File: src/rtl/hzd_pkg.sv
`timescale 1ns/1ps
package hzd_pkg;
  typedef enum logic [1:0] {
    FWD_REGF = 2'b00,
    FWD_MEM  = 2'b01,
    FWD_WB   = 2'b10
  } fwd_sel_e;

  typedef enum logic [1:0] {
    NPC_SEQ    = 2'b00,
    NPC_BRANCH = 2'b01,
    NPC_JUMP   = 2'b10
  } npc_sel_e;

  localparam int unsigned N_OPND = 2;
endpackage

File: src/rtl/hzd_rst_sync.sv
`timescale 1ns/1ps
module hzd_rst_sync #(
  parameter int unsigned SYNC_STAGES = 2
) (
  input  logic clk,
  input  logic rst_n,
  output logic rst_sync_n
);
  logic [SYNC_STAGES-1:0] sync_q;
  logic [SYNC_STAGES-1:0] sync_d;

  generate
    if (SYNC_STAGES == 1) begin : g_one
      assign sync_d = 1'b1;
    end else begin : g_many
      assign sync_d = {sync_q[SYNC_STAGES-2:0], 1'b1};
    end
  endgenerate

  always_ff @(posedge clk or negedge rst_n) begin
    if (!rst_n) sync_q <= '0;
    else        sync_q <= sync_d;
  end

  assign rst_sync_n = sync_q[SYNC_STAGES-1];
endmodule

File: src/rtl/hzd_stage_regs.sv
`timescale 1ns/1ps
module hzd_stage_regs #(
  parameter int unsigned REG_AW = 5
) (
  input  logic              clk,
  input  logic              rst_n,
  input  logic              id_valid,
  input  logic [REG_AW-1:0] id_rs,
  input  logic [REG_AW-1:0] id_rt,
  input  logic              id_use_rs,
  input  logic              id_use_rt,
  input  logic [REG_AW-1:0] id_rd,
  input  logic              id_reg_wr,
  input  logic              id_is_load,
  input  logic              bubble,
  output logic              ex_valid,
  output logic [REG_AW-1:0] ex_rs,
  output logic [REG_AW-1:0] ex_rt,
  output logic              ex_use_rs,
  output logic              ex_use_rt,
  output logic [REG_AW-1:0] ex_rd,
  output logic              ex_wr,
  output logic              ex_ld,
  output logic [REG_AW-1:0] mem_rd,
  output logic              mem_wr,
  output logic              mem_ld,
  output logic [REG_AW-1:0] wb_rd,
  output logic              wb_wr
);
  logic              ex_valid_d, ex_use_rs_d, ex_use_rt_d, ex_wr_d, ex_ld_d;
  logic [REG_AW-1:0] ex_rs_d, ex_rt_d, ex_rd_d;
  logic              take;

  // Next-state: either the decode instruction or an empty slot.
  always_comb begin
    take        = id_valid && !bubble;
    ex_valid_d  = take;
    ex_rs_d     = take ? id_rs : '0;
    ex_rt_d     = take ? id_rt : '0;
    ex_use_rs_d = take && id_use_rs;
    ex_use_rt_d = take && id_use_rt;
    ex_rd_d     = take ? id_rd : '0;
    ex_wr_d     = take && id_reg_wr;
    ex_ld_d     = take && id_is_load;
  end

  always_ff @(posedge clk or negedge rst_n) begin
    if (!rst_n) begin
      ex_valid  <= 1'b0;
      ex_rs     <= '0;
      ex_rt     <= '0;
      ex_use_rs <= 1'b0;
      ex_use_rt <= 1'b0;
      ex_rd     <= '0;
      ex_wr     <= 1'b0;
      ex_ld     <= 1'b0;
      mem_rd    <= '0;
      mem_wr    <= 1'b0;
      mem_ld    <= 1'b0;
      wb_rd     <= '0;
      wb_wr     <= 1'b0;
    end else begin
      ex_valid  <= ex_valid_d;
      ex_rs     <= ex_rs_d;
      ex_rt     <= ex_rt_d;
      ex_use_rs <= ex_use_rs_d;
      ex_use_rt <= ex_use_rt_d;
      ex_rd     <= ex_rd_d;
      ex_wr     <= ex_wr_d;
      ex_ld     <= ex_ld_d;
      mem_rd    <= ex_rd;
      mem_wr    <= ex_wr;
      mem_ld    <= ex_ld;
      wb_rd     <= mem_rd;
      wb_wr     <= mem_wr;
    end
  end

  AST_BUBBLE_CLEAR: assert property (@(posedge clk) disable iff (!rst_n)
    bubble |=> (!ex_valid && !ex_wr && !ex_ld));
endmodule

File: src/rtl/hzd_fwd_sel.sv
`timescale 1ns/1ps
module hzd_fwd_sel
  import hzd_pkg::*;
#(
  parameter int unsigned REG_AW = 5
) (
  input  logic              clk,
  input  logic              rst_n,
  input  logic              need,
  input  logic [REG_AW-1:0] src,
  input  logic              mem_wr,
  input  logic [REG_AW-1:0] mem_rd,
  input  logic              wb_wr,
  input  logic [REG_AW-1:0] wb_rd,
  output logic [1:0]        sel
);
  logic mem_hit, wb_hit;

  always_comb begin
    mem_hit = need && mem_wr && (mem_rd != '0) && (mem_rd == src);
    wb_hit  = need && wb_wr  && (wb_rd  != '0) && (wb_rd  == src);
    if (mem_hit)     sel = FWD_MEM;
    else if (wb_hit) sel = FWD_WB;
    else             sel = FWD_REGF;
  end

  AST_FWD_ZERO_REG: assert property (@(posedge clk) disable iff (!rst_n)
    (src == '0) |-> (sel == FWD_REGF));
  AST_FWD_MEM_FIRST: assert property (@(posedge clk) disable iff (!rst_n)
    (sel == FWD_WB) |-> !(mem_wr && (mem_rd == src)));
endmodule

File: src/rtl/hzd_stall_ctl.sv
`timescale 1ns/1ps
module hzd_stall_ctl
  import hzd_pkg::*;
#(
  parameter int unsigned REG_AW = 5
) (
  input  logic              clk,
  input  logic              rst_n,
  input  logic              id_valid,
  input  logic [REG_AW-1:0] id_rs,
  input  logic [REG_AW-1:0] id_rt,
  input  logic              id_use_rs,
  input  logic              id_use_rt,
  input  logic              id_is_branch,
  input  logic              id_is_jump,
  input  logic              id_cond_true,
  input  logic [REG_AW-1:0] ex_rd,
  input  logic              ex_wr,
  input  logic              ex_ld,
  input  logic [REG_AW-1:0] mem_rd,
  input  logic              mem_wr,
  input  logic              mem_ld,
  output logic              stall,
  output logic [N_OPND-1:0] id_fwd,
  output logic [1:0]        npc_sel
);
  logic [N_OPND-1:0][REG_AW-1:0] src;
  logic [N_OPND-1:0]             used;
  logic [N_OPND-1:0]             ex_hit, mem_ld_hit, mem_alu_hit;
  logic                          resolves, load_use, dec_dep;
  npc_sel_e                      npc;

  assign src  = {id_rt, id_rs};
  assign used = {id_use_rt, id_use_rs};
  assign resolves = id_valid && (id_is_branch || id_is_jump);

  generate
    for (genvar k = 0; k < N_OPND; k++) begin : g_opnd
      always_comb begin
        ex_hit[k]      = id_valid && used[k] && ex_wr && (ex_rd != '0)
                         && (ex_rd == src[k]);
        mem_ld_hit[k]  = id_valid && used[k] && mem_wr && mem_ld
                         && (mem_rd != '0) && (mem_rd == src[k]);
        mem_alu_hit[k] = id_valid && used[k] && mem_wr && !mem_ld
                         && (mem_rd != '0) && (mem_rd == src[k]);
      end
      assign id_fwd[k] = resolves && mem_alu_hit[k];

      AST_DEC_FWD_NOT_LOAD: assert property (@(posedge clk) disable iff (!rst_n)
        id_fwd[k] |-> !mem_ld);
    end
  endgenerate

  always_comb begin
    load_use = ex_ld && (|ex_hit);
    dec_dep  = resolves && ((|ex_hit) || (|mem_ld_hit));
    stall    = load_use || dec_dep;
    if (stall)                              npc = NPC_SEQ;
    else if (id_valid && id_is_jump)        npc = NPC_JUMP;
    else if (id_valid && id_is_branch && id_cond_true) npc = NPC_BRANCH;
    else                                    npc = NPC_SEQ;
  end

  assign npc_sel = npc;
endmodule

File: src/rtl/pipe_hazard_ctrl.sv
`timescale 1ns/1ps
module pipe_hazard_ctrl
  import hzd_pkg::*;
#(
  parameter int unsigned REG_AW      = 5,
  parameter int unsigned SYNC_STAGES = 2
) (
  input  logic              clk,
  input  logic              rst_n,
  input  logic              id_valid,
  input  logic [REG_AW-1:0] id_rs,
  input  logic [REG_AW-1:0] id_rt,
  input  logic              id_use_rs,
  input  logic              id_use_rt,
  input  logic [REG_AW-1:0] id_rd,
  input  logic              id_reg_wr,
  input  logic              id_is_load,
  input  logic              id_is_branch,
  input  logic              id_is_jump,
  input  logic              id_cond_true,
  output logic              pc_we,
  output logic              id_hold,
  output logic              ex_bubble,
  output logic [1:0]        ex_fwd_a,
  output logic [1:0]        ex_fwd_b,
  output logic              id_fwd_a,
  output logic              id_fwd_b,
  output logic [1:0]        npc_sel
);
  logic              rst_sync_n;
  logic              stall;
  logic [N_OPND-1:0] id_fwd;
  logic              ex_valid, ex_use_rs, ex_use_rt, ex_wr, ex_ld;
  logic [REG_AW-1:0] ex_rs, ex_rt, ex_rd;
  logic [REG_AW-1:0] mem_rd, wb_rd;
  logic              mem_wr, mem_ld, wb_wr;
  logic [N_OPND-1:0][REG_AW-1:0] ex_src;
  logic [N_OPND-1:0]             ex_need;
  logic [N_OPND-1:0][1:0]        ex_sel;

  hzd_rst_sync #(.SYNC_STAGES(SYNC_STAGES)) i_rst_sync (
    .clk(clk), .rst_n(rst_n), .rst_sync_n(rst_sync_n)
  );

  hzd_stage_regs #(.REG_AW(REG_AW)) i_stage_regs (
    .clk(clk), .rst_n(rst_sync_n),
    .id_valid(id_valid), .id_rs(id_rs), .id_rt(id_rt),
    .id_use_rs(id_use_rs), .id_use_rt(id_use_rt), .id_rd(id_rd),
    .id_reg_wr(id_reg_wr), .id_is_load(id_is_load), .bubble(stall),
    .ex_valid(ex_valid), .ex_rs(ex_rs), .ex_rt(ex_rt),
    .ex_use_rs(ex_use_rs), .ex_use_rt(ex_use_rt), .ex_rd(ex_rd),
    .ex_wr(ex_wr), .ex_ld(ex_ld),
    .mem_rd(mem_rd), .mem_wr(mem_wr), .mem_ld(mem_ld),
    .wb_rd(wb_rd), .wb_wr(wb_wr)
  );

  hzd_stall_ctl #(.REG_AW(REG_AW)) i_stall_ctl (
    .clk(clk), .rst_n(rst_sync_n),
    .id_valid(id_valid), .id_rs(id_rs), .id_rt(id_rt),
    .id_use_rs(id_use_rs), .id_use_rt(id_use_rt),
    .id_is_branch(id_is_branch), .id_is_jump(id_is_jump),
    .id_cond_true(id_cond_true),
    .ex_rd(ex_rd), .ex_wr(ex_wr), .ex_ld(ex_ld),
    .mem_rd(mem_rd), .mem_wr(mem_wr), .mem_ld(mem_ld),
    .stall(stall), .id_fwd(id_fwd), .npc_sel(npc_sel)
  );

  assign ex_src  = {ex_rt, ex_rs};
  assign ex_need = {ex_valid && ex_use_rt, ex_valid && ex_use_rs};

  generate
    for (genvar k = 0; k < N_OPND; k++) begin : g_ex_fwd
      hzd_fwd_sel #(.REG_AW(REG_AW)) i_fwd_sel (
        .clk(clk), .rst_n(rst_sync_n),
        .need(ex_need[k]), .src(ex_src[k]),
        .mem_wr(mem_wr), .mem_rd(mem_rd),
        .wb_wr(wb_wr), .wb_rd(wb_rd),
        .sel(ex_sel[k])
      );
    end
  endgenerate

  assign pc_we     = !stall;
  assign id_hold   = stall;
  assign ex_bubble = stall;
  assign ex_fwd_a  = ex_sel[0];
  assign ex_fwd_b  = ex_sel[1];
  assign id_fwd_a  = id_fwd[0];
  assign id_fwd_b  = id_fwd[1];

  AST_STALL_TOGETHER: assert property (@(posedge clk) disable iff (!rst_sync_n)
    (!pc_we) |-> (id_hold && ex_bubble));
  AST_LOAD_USE_STALL: assert property (@(posedge clk) disable iff (!rst_sync_n)
    (id_valid && ex_valid && ex_ld && (ex_rd != '0) &&
     ((id_use_rs && (ex_rd == id_rs)) || (id_use_rt && (ex_rd == id_rt))))
    |-> (!pc_we && ex_bubble));
  AST_BRANCH_EX_DEP: assert property (@(posedge clk) disable iff (!rst_sync_n)
    (id_valid && (id_is_branch || id_is_jump) && ex_wr && (ex_rd != '0) &&
     ((id_use_rs && (ex_rd == id_rs)) || (id_use_rt && (ex_rd == id_rt))))
    |-> !pc_we);
  AST_REDIRECT_GOES: assert property (@(posedge clk) disable iff (!rst_sync_n)
    (npc_sel != NPC_SEQ) |-> (pc_we && !ex_bubble));
  AST_DELAY_SLOT_KEPT: assert property (@(posedge clk) disable iff (!rst_sync_n)
    (npc_sel != NPC_SEQ) |=> (ex_valid == $past(id_valid)));
endmodule

File: config.mk
export PLATFORM = sky130hd
export DESIGN_NAME = pipe_hazard_ctrl
export DESIGN_NICKNAME = d
export VERILOG_FILES = /design/src/rtl/hzd_pkg.sv /design/src/rtl/hzd_rst_sync.sv /design/src/rtl/hzd_stage_regs.sv /design/src/rtl/hzd_fwd_sel.sv /design/src/rtl/hzd_stall_ctl.sv /design/src/rtl/pipe_hazard_ctrl.sv
export SDC_FILE = /design/constraint.sdc
export NUM_CORES = 1
export LEC_CHECK = 0
export BUFFER_PORTS_ARGS = -buffer_cell sky130_fd_sc_hd__buf_2
export CAP_MARGIN = 25
export CORE_MARGIN = 3
export CORE_UTILIZATION = 50
export DETAILED_ROUTE_END_ITERATION = 8
export GPL_TIMING_DRIVEN = 0
export MAX_ROUTING_LAYER = met4
export PLACE_DENSITY = 0.73
export REMOVE_ABC_BUFFERS = 1
export SETUP_SLACK_MARGIN = 0.4
export SYNTH_ARGS = -nofsm -noshare
export SYNTH_HDL_FRONTEND = slang
export SYNTH_SLANG_ARGS = --single-unit
File: constraint.sdc
create_clock -name clk -period 3.6 [get_ports clk]
set_input_delay 0.72 -clock clk [delete_from_list [all_inputs] [get_ports clk]]
set_output_delay 0.72 -clock clk [all_outputs]
set_load 0.005 [all_outputs]
==> results of run 1 <==
[power breakdown]
part	internal [uW]	switching, uW
Sequential	413	26.4
Combinational	52.8	46.8
Clock	115	120
Total	581	193
[registers in the layout, summed over array words and instances (netlist names), 2 cells and up]
register and cells:
i_stage_regs.ex_rs 5, i_rst_sync.sync_q 2, i_stage_regs.mem_rd 5, i_stage_regs.ex_rt 5, i_stage_regs.wb_rd 5, i_stage_regs.ex_rd 5
[worst paths after layout]
check	to	from	depth (start not counted)
max in group asynchronous	i_stage_regs.ex_rt[0]	i_rst_sync.sync_q[1]	1
worst max-delay path	id_hold	id_valid	8
worst min register to register	i_stage_regs.ex_rd[3]	i_rst_sync.sync_q[1]	0
worst min-delay path	i_rst_sync.sync_q[1]	rst_n	1
worst max register to register	i_stage_regs.ex_rs[1]	i_stage_regs.mem_rd[4]	8
min in group clk	i_rst_sync.sync_q[1]	i_rst_sync.sync_q[0]	0
[critical path: stages]
cell and delay, ns:
buf_6 0.17, nand2_1 0.12, nor4_2 0.32, nand3_1 0.20, a2111oi_4 0.37, buf_4 0.20, or2_2 0.12, buf_2 0.10
[metrics by stage]
step                      setup TNS [ns]  utilization (%)  power (uW)
after CTS                              0             60.1         782
after floorplan                        0                -         503
after global placement             -1.71             56.3         538
after detailed placement         -0.0584             57.4         546
final                                  0             60.4         774
after global routing                   0             60.4         815
[layout make-up]
| cell class | count | area [um2] | share of cell area, % |
|---|---|---|---|
| clock buffer | 8 | 68.8 | 3.33 |
| inverter | 2 | 7.51 | 0.364 |
| multi-input combinational | 117 | 812 | 39.3 |
| sequential | 35 | 876 | 42.4 |
| tap | 46 | 57.6 | 2.79 |
| timing repair buffer | 40 | 243 | 11.8 |
[per-layer routing]
layer | track usage, % | part of all wire, % | vias to the layer above
met4 | 6.60 | 1.4 | 0
met2 | 32.8 | 54 | 48
li1 | - | - | 636
met5 | - | 0 | -
met1 | 21.2 | 38 | 627
met3 | 4.93 | 6.5 | 5
[cell families after synthesis]
group,Yosys count
AND/OR/NAND/NOR,70
XOR/XNOR,40
flip-flops,35
buffers and inverters,17
AO/OA/AOI/OAI,6
other,1
[cell usage in the layout, fill, tap and decap left out, drive strengths merged]
cell	Yosys	routed
a2111oi	1	1
buf	10	40
nor3	23	23
xnor2	30	30
xor2	10	10
or4	3	3
nand4	8	8
clkbuf	4	8
nor3b	1	1
nor4	6	6
nand2	22	22
conb	1	1
nand3	2	2
nand4b	1	1
inv	2	2
o21ai	3	3
nor2	1	1
or3	2	2
or2	1	1
dfrtp	35	35
o22ai	1	1
o221a	1	1
[what timing repair did]
| item | 4_1_cts | 5_1_grt |
|---|---|---|
| pin swaps | 1 | 0 |
| resized for setup | 1 | 3 |
| hold buffers | 0 | 0 |
| endpoints found under the setup margin | 5 | 5 |
| buffers inserted | 3 | 0 |
==> results_dict.tcl, run 1 <==
set metrics [dict create \
    synth_area_leaders "dfrtp_1 48%, xnor2_1 14%, nor3_1 5.2%" \
    period_share_pct 84.7 \
    hold_path_class "input pin to async pin" \
    synth_top_cell_area_share_pct 48.1 \
    synth_xor_area_share_pct 19.3 \
    place_inst 237 \
    yosys.area.top_type "dfrtp_1" \
    ios 36 \
    async_flop_share_pct 100 \
    crit_type "input pin to primary output" \
    area_growth_pct 13.5 \
    cp-end-kind "primary output" \
    grt_pass1_wl_um 5960 \
    htree_levels 2 \
    drtIter0Drc 34 \
    synth_adder_area_share_pct 0 \
    worstMarginPinSlew_ns 0.564 \
    fp.dieArea_um2 4400 \
    viasPerCell 5.31 \
    clkLatencyLatePin_ns 0.34 \
    start_util_pct 53.3 \
    grt_pass1_vias 1296 \
    dieHeight_um 66.3 \
    die_w_um 66.3 \
    clock_path_buffers 2 \
    cap_violations 0 \
    synth_compound_area_share_pct 3.92 \
    synth_edf_count 0 \
    numPortBuffers 35 \
    diodes 0 \
    crit_required_ns 2.88 \
    rsz0062_at_grt "no" \
    synthFlopType "dfrtp_1" \
    ant_nets 0 \
    yosysWarnings 0 \
    core_um2 3420 \
    antenna_found_initial 0 \
    drv_slew 0 \
    p_leak_uw 0.000937 \
    dr.pass1.iters 4 \
    finalNonFillerCells 248 \
    r2r_setup_slack_ns 1.39 \
    status "finished clean" \
    setup_viol 0 \
    post-route-cell-area_um2 2060 \
    drive_gt1_share_pct 28.2 \
    fillCellCount 299 \
    clkTransAtPathRegs_ns 0.09 \
    yosysMostFrequentCell "dfrtp_1" \
    arrival_ns 2.33 \
    worst_setup_path_start_kind "input pin" \
    syn_avg_cell_area_um2 10.8 \
    skew_ns 0.00716 \
    synthMuxAreaShare_pct 0 \
    timing.final.crit_period_ns 3.05 \
    pre_cts_slack_ns -0.0302 \
    peakVddDrop_mv 0.204 \
    cts_made_buffers 5 \
    syn_inst 169 \
    ys_top_cells_by_count "35 x dfrtp_1, 30 x xnor2_1, 22 x nand2_1" \
    fmax_mhz 328 \
    syn-cell-area_um2 1820 \
    whs_ns 0.141 \
    postPlaceCellArea_um2 1960 \
    critPathMaxFanout 25 \
    drcViolationCount 0 \
    cts_tree "built" \
    gp_congestion 0.831 \
    hpwl_um 2650 \
    worst_slack_ns 0.550 \
    grt_util_all_layers_pct 19.0 \
    synthSimpleGateAreaFrac_pct 20.9 \
    hold_viol_final 0 \
    grt.overflow.total 0 \
    grt_max_degree 26 \
    rows 21 \
    synth_seq_cells 35 \
    synth_top_family_by_area "simple AND/OR/NAND/NOR gates" \
    ys_types 28 \
    yosysSeqAreaShare_pct 48.1 \
    cts_root_buf "clkbuf_4" \
    relSlewSlack_pct 62.4 \
    cts.sinks 35 \
    vias 1316 \
    fin_nets 226 \
    wl_per_cell_um 14.1 \
    drt_wl_total_um 3490 \
    powerDensity_nw_per_um2 375 \
]
No activity file was read; power rests on OpenSTA's default activity.
==> inputs of run 2 (changes only) <==
- clock period: 3.6 -> 2.97 ns (I/O delays scaled with it)
==> run 2 against run 1 <==
- final area increased by 7.0%
- core utilization increased by 4.2 points
- wire length increased by 7.1%
- worst setup slack got worse by 0.36 ns
- critical path depth decreased by 2
- critical endpoint unchanged
- sequential power increased by 21%
- non-clock buffer count increased by 11
- final cell count increased by 4.4%
- first-iteration DRC count increased by 82%
- largest cell class unchanged
- combinational power increased by 46%
==> results_dict.tcl, run 2 (synthesis results as in run 1) <==
set metrics [dict create \
    drt_wl_total_um 3730 \
    wl_per_cell_um 14.4 \
    crit_type "register to primary output" \
    fp.dieArea_um2 4400 \
    gp_congestion 0.831 \
    arrival_ns 2.18 \
    power_uw 960 \
    drv_slew 0 \
    core_um2 3420 \
    drive_gt1_share_pct 35.7 \
    whs_ns 0.231 \
    grt_util_all_layers_pct 20.3 \
    cts_tree "built" \
    skew_ns 0.00816 \
    drtIter0Drc 62 \
    met2_length_um 2050 \
    htree_levels 2 \
    antenna_found_initial 0 \
    worstMarginPinSlew_ns 0.565 \
    hold_path_class "register to async pin" \
    fmax_mhz 360 \
    diodes 0 \
    ant_nets 0 \
    status "finished clean" \
    relSlewSlack_pct 62.4 \
    viasPerCell 5.28 \
    hold_viol_final 0 \
    rr_worst_depth 8 \
    rsz0062_at_grt "yes" \
    powerDensity_nw_per_um2 434 \
    clock_path_buffers 2 \
    worstReg2RegEnd "i_stage_regs.ex_rt[4]" \
    cp-end-kind "primary output" \
    wl_met3_um 203 \
    cts.sinks 35 \
    timing.final.crit_period_ns 2.78 \
    grt_pass1_wl_um 6380 \
    grt_max_degree 26 \
    dieHeight_um 66.3 \
    layout_common_cells "34 x buf_2, 31 x dfrtp_1, 30 x xnor2_1, 21 x nand2_1, 19 x nor3_1" \
    vias 1367 \
    grt_pass1_vias 1399 \
    layout_commonest_cell "buf_2" \
    tns_ns 0 \
    p_leak_uw 0.000989 \
    start_util_pct 53.3 \
    critPathMaxFanout 6 \
    setup_viol 0 \
    grt.overflow.total 0 \
    area_growth_pct 21.5 \
    crit_required_ns 2.38 \
    regToRegStartpoint "i_stage_regs.mem_rd[1]" \
    ios 36 \
    cts_made_buffers 5 \
    r2r_setup_slack_ns 0.87 \
    hpwl_um 2650 \
    die_w_um 66.3 \
    clkTransAtPathRegs_ns 0.10 \
    cap_violations 0 \
    clkLatencyLatePin_ns 0.34 \
    met1_length_um 1400 \
    period_share_pct 93.5 \
    rows 21 \
    cts_root_buf "clkbuf_4" \
    peakVddDrop_mv 0.257 \
    fin_nets 237 \
    dr.pass1.iters 4 \
    startpoint "i_stage_regs.mem_rd[4]" \
    topRoutingLayerUsed "met4" \
    worst_setup_path_start_kind "register" \
    numPortBuffers 35 \
    drcViolationCount 0 \
]
[run 2: changes by cell type in the layout (fill, tap and decap cells not counted), sizes merged]
cell / change
buf: +10
dlygate4sd3: +1
[run 2: what timing repair did]
item	4_1_cts	5_1_grt
setup buffers	13	0
hold endpoints to repair	0	2
endpoints found under the setup margin	9	11
pin swaps	8	3
gates resized for setup	12	6
hold buffers	0	1
[run 2: worst max path at each step]
stage	end	slack, ns	depth (start not counted)
after global routing	id_hold	0.11	7
after detailed placement	id_hold	-0.41	7
after floorplan	ex_bubble	0.009	5
after CTS	id_hold	0.15	7
final	id_hold	0.19	6
after global placement	id_hold	-0.80	7
[run 2: per-stage QoR]
step	setup slack, ns	instances	cell area, um2	util (%)
finish	0.192	259	2210	64.7
global route	0.111	259	2210	64.7
global placement	-0.798	235	1920	56.3
CTS	0.155	258	2170	63.4
floorplan	0.00931	154	1690	-
detailed placement	-0.408	237	1960	57.4
[run 2: report_power, final]
part           internal, uW  leakage [uW]  switching (uW)
sequential              501      0.000442            28.7
clock                   139     0.0000386             146
combinational          75.1      0.000508            69.8
total                   715      0.000989             244
[run 2: layout make-up]
| type | count | area [um2] |
|---|---|---|
| Clock buffer | 8 | 68.8 |
| Fill cell | 277 | 1210 |
| Inverter | 2 | 7.51 |
| Multi-Input combinational cell | 117 | 856 |
| Sequential cell | 35 | 881 |
| Tap cell | 46 | 57.6 |
| Timing Repair Buffer | 51 | 339 |
[run 2: worst max-delay path, stage by stage, from the launching register on]
cell       delay (ns)
dfrtp_2          0.45
or4_4            0.55
o21ai_4          0.19
a2111oi_4        0.07
buf_4            0.18
or2_2            0.28
buf_2            0.13
[run 2: per-layer routing]
layer,global-route usage (%),vias to the layer above
met5,-,-
met4,8.63,0
li1,-,654
met1,21.2,655
met3,5.78,9
met2,35.6,49
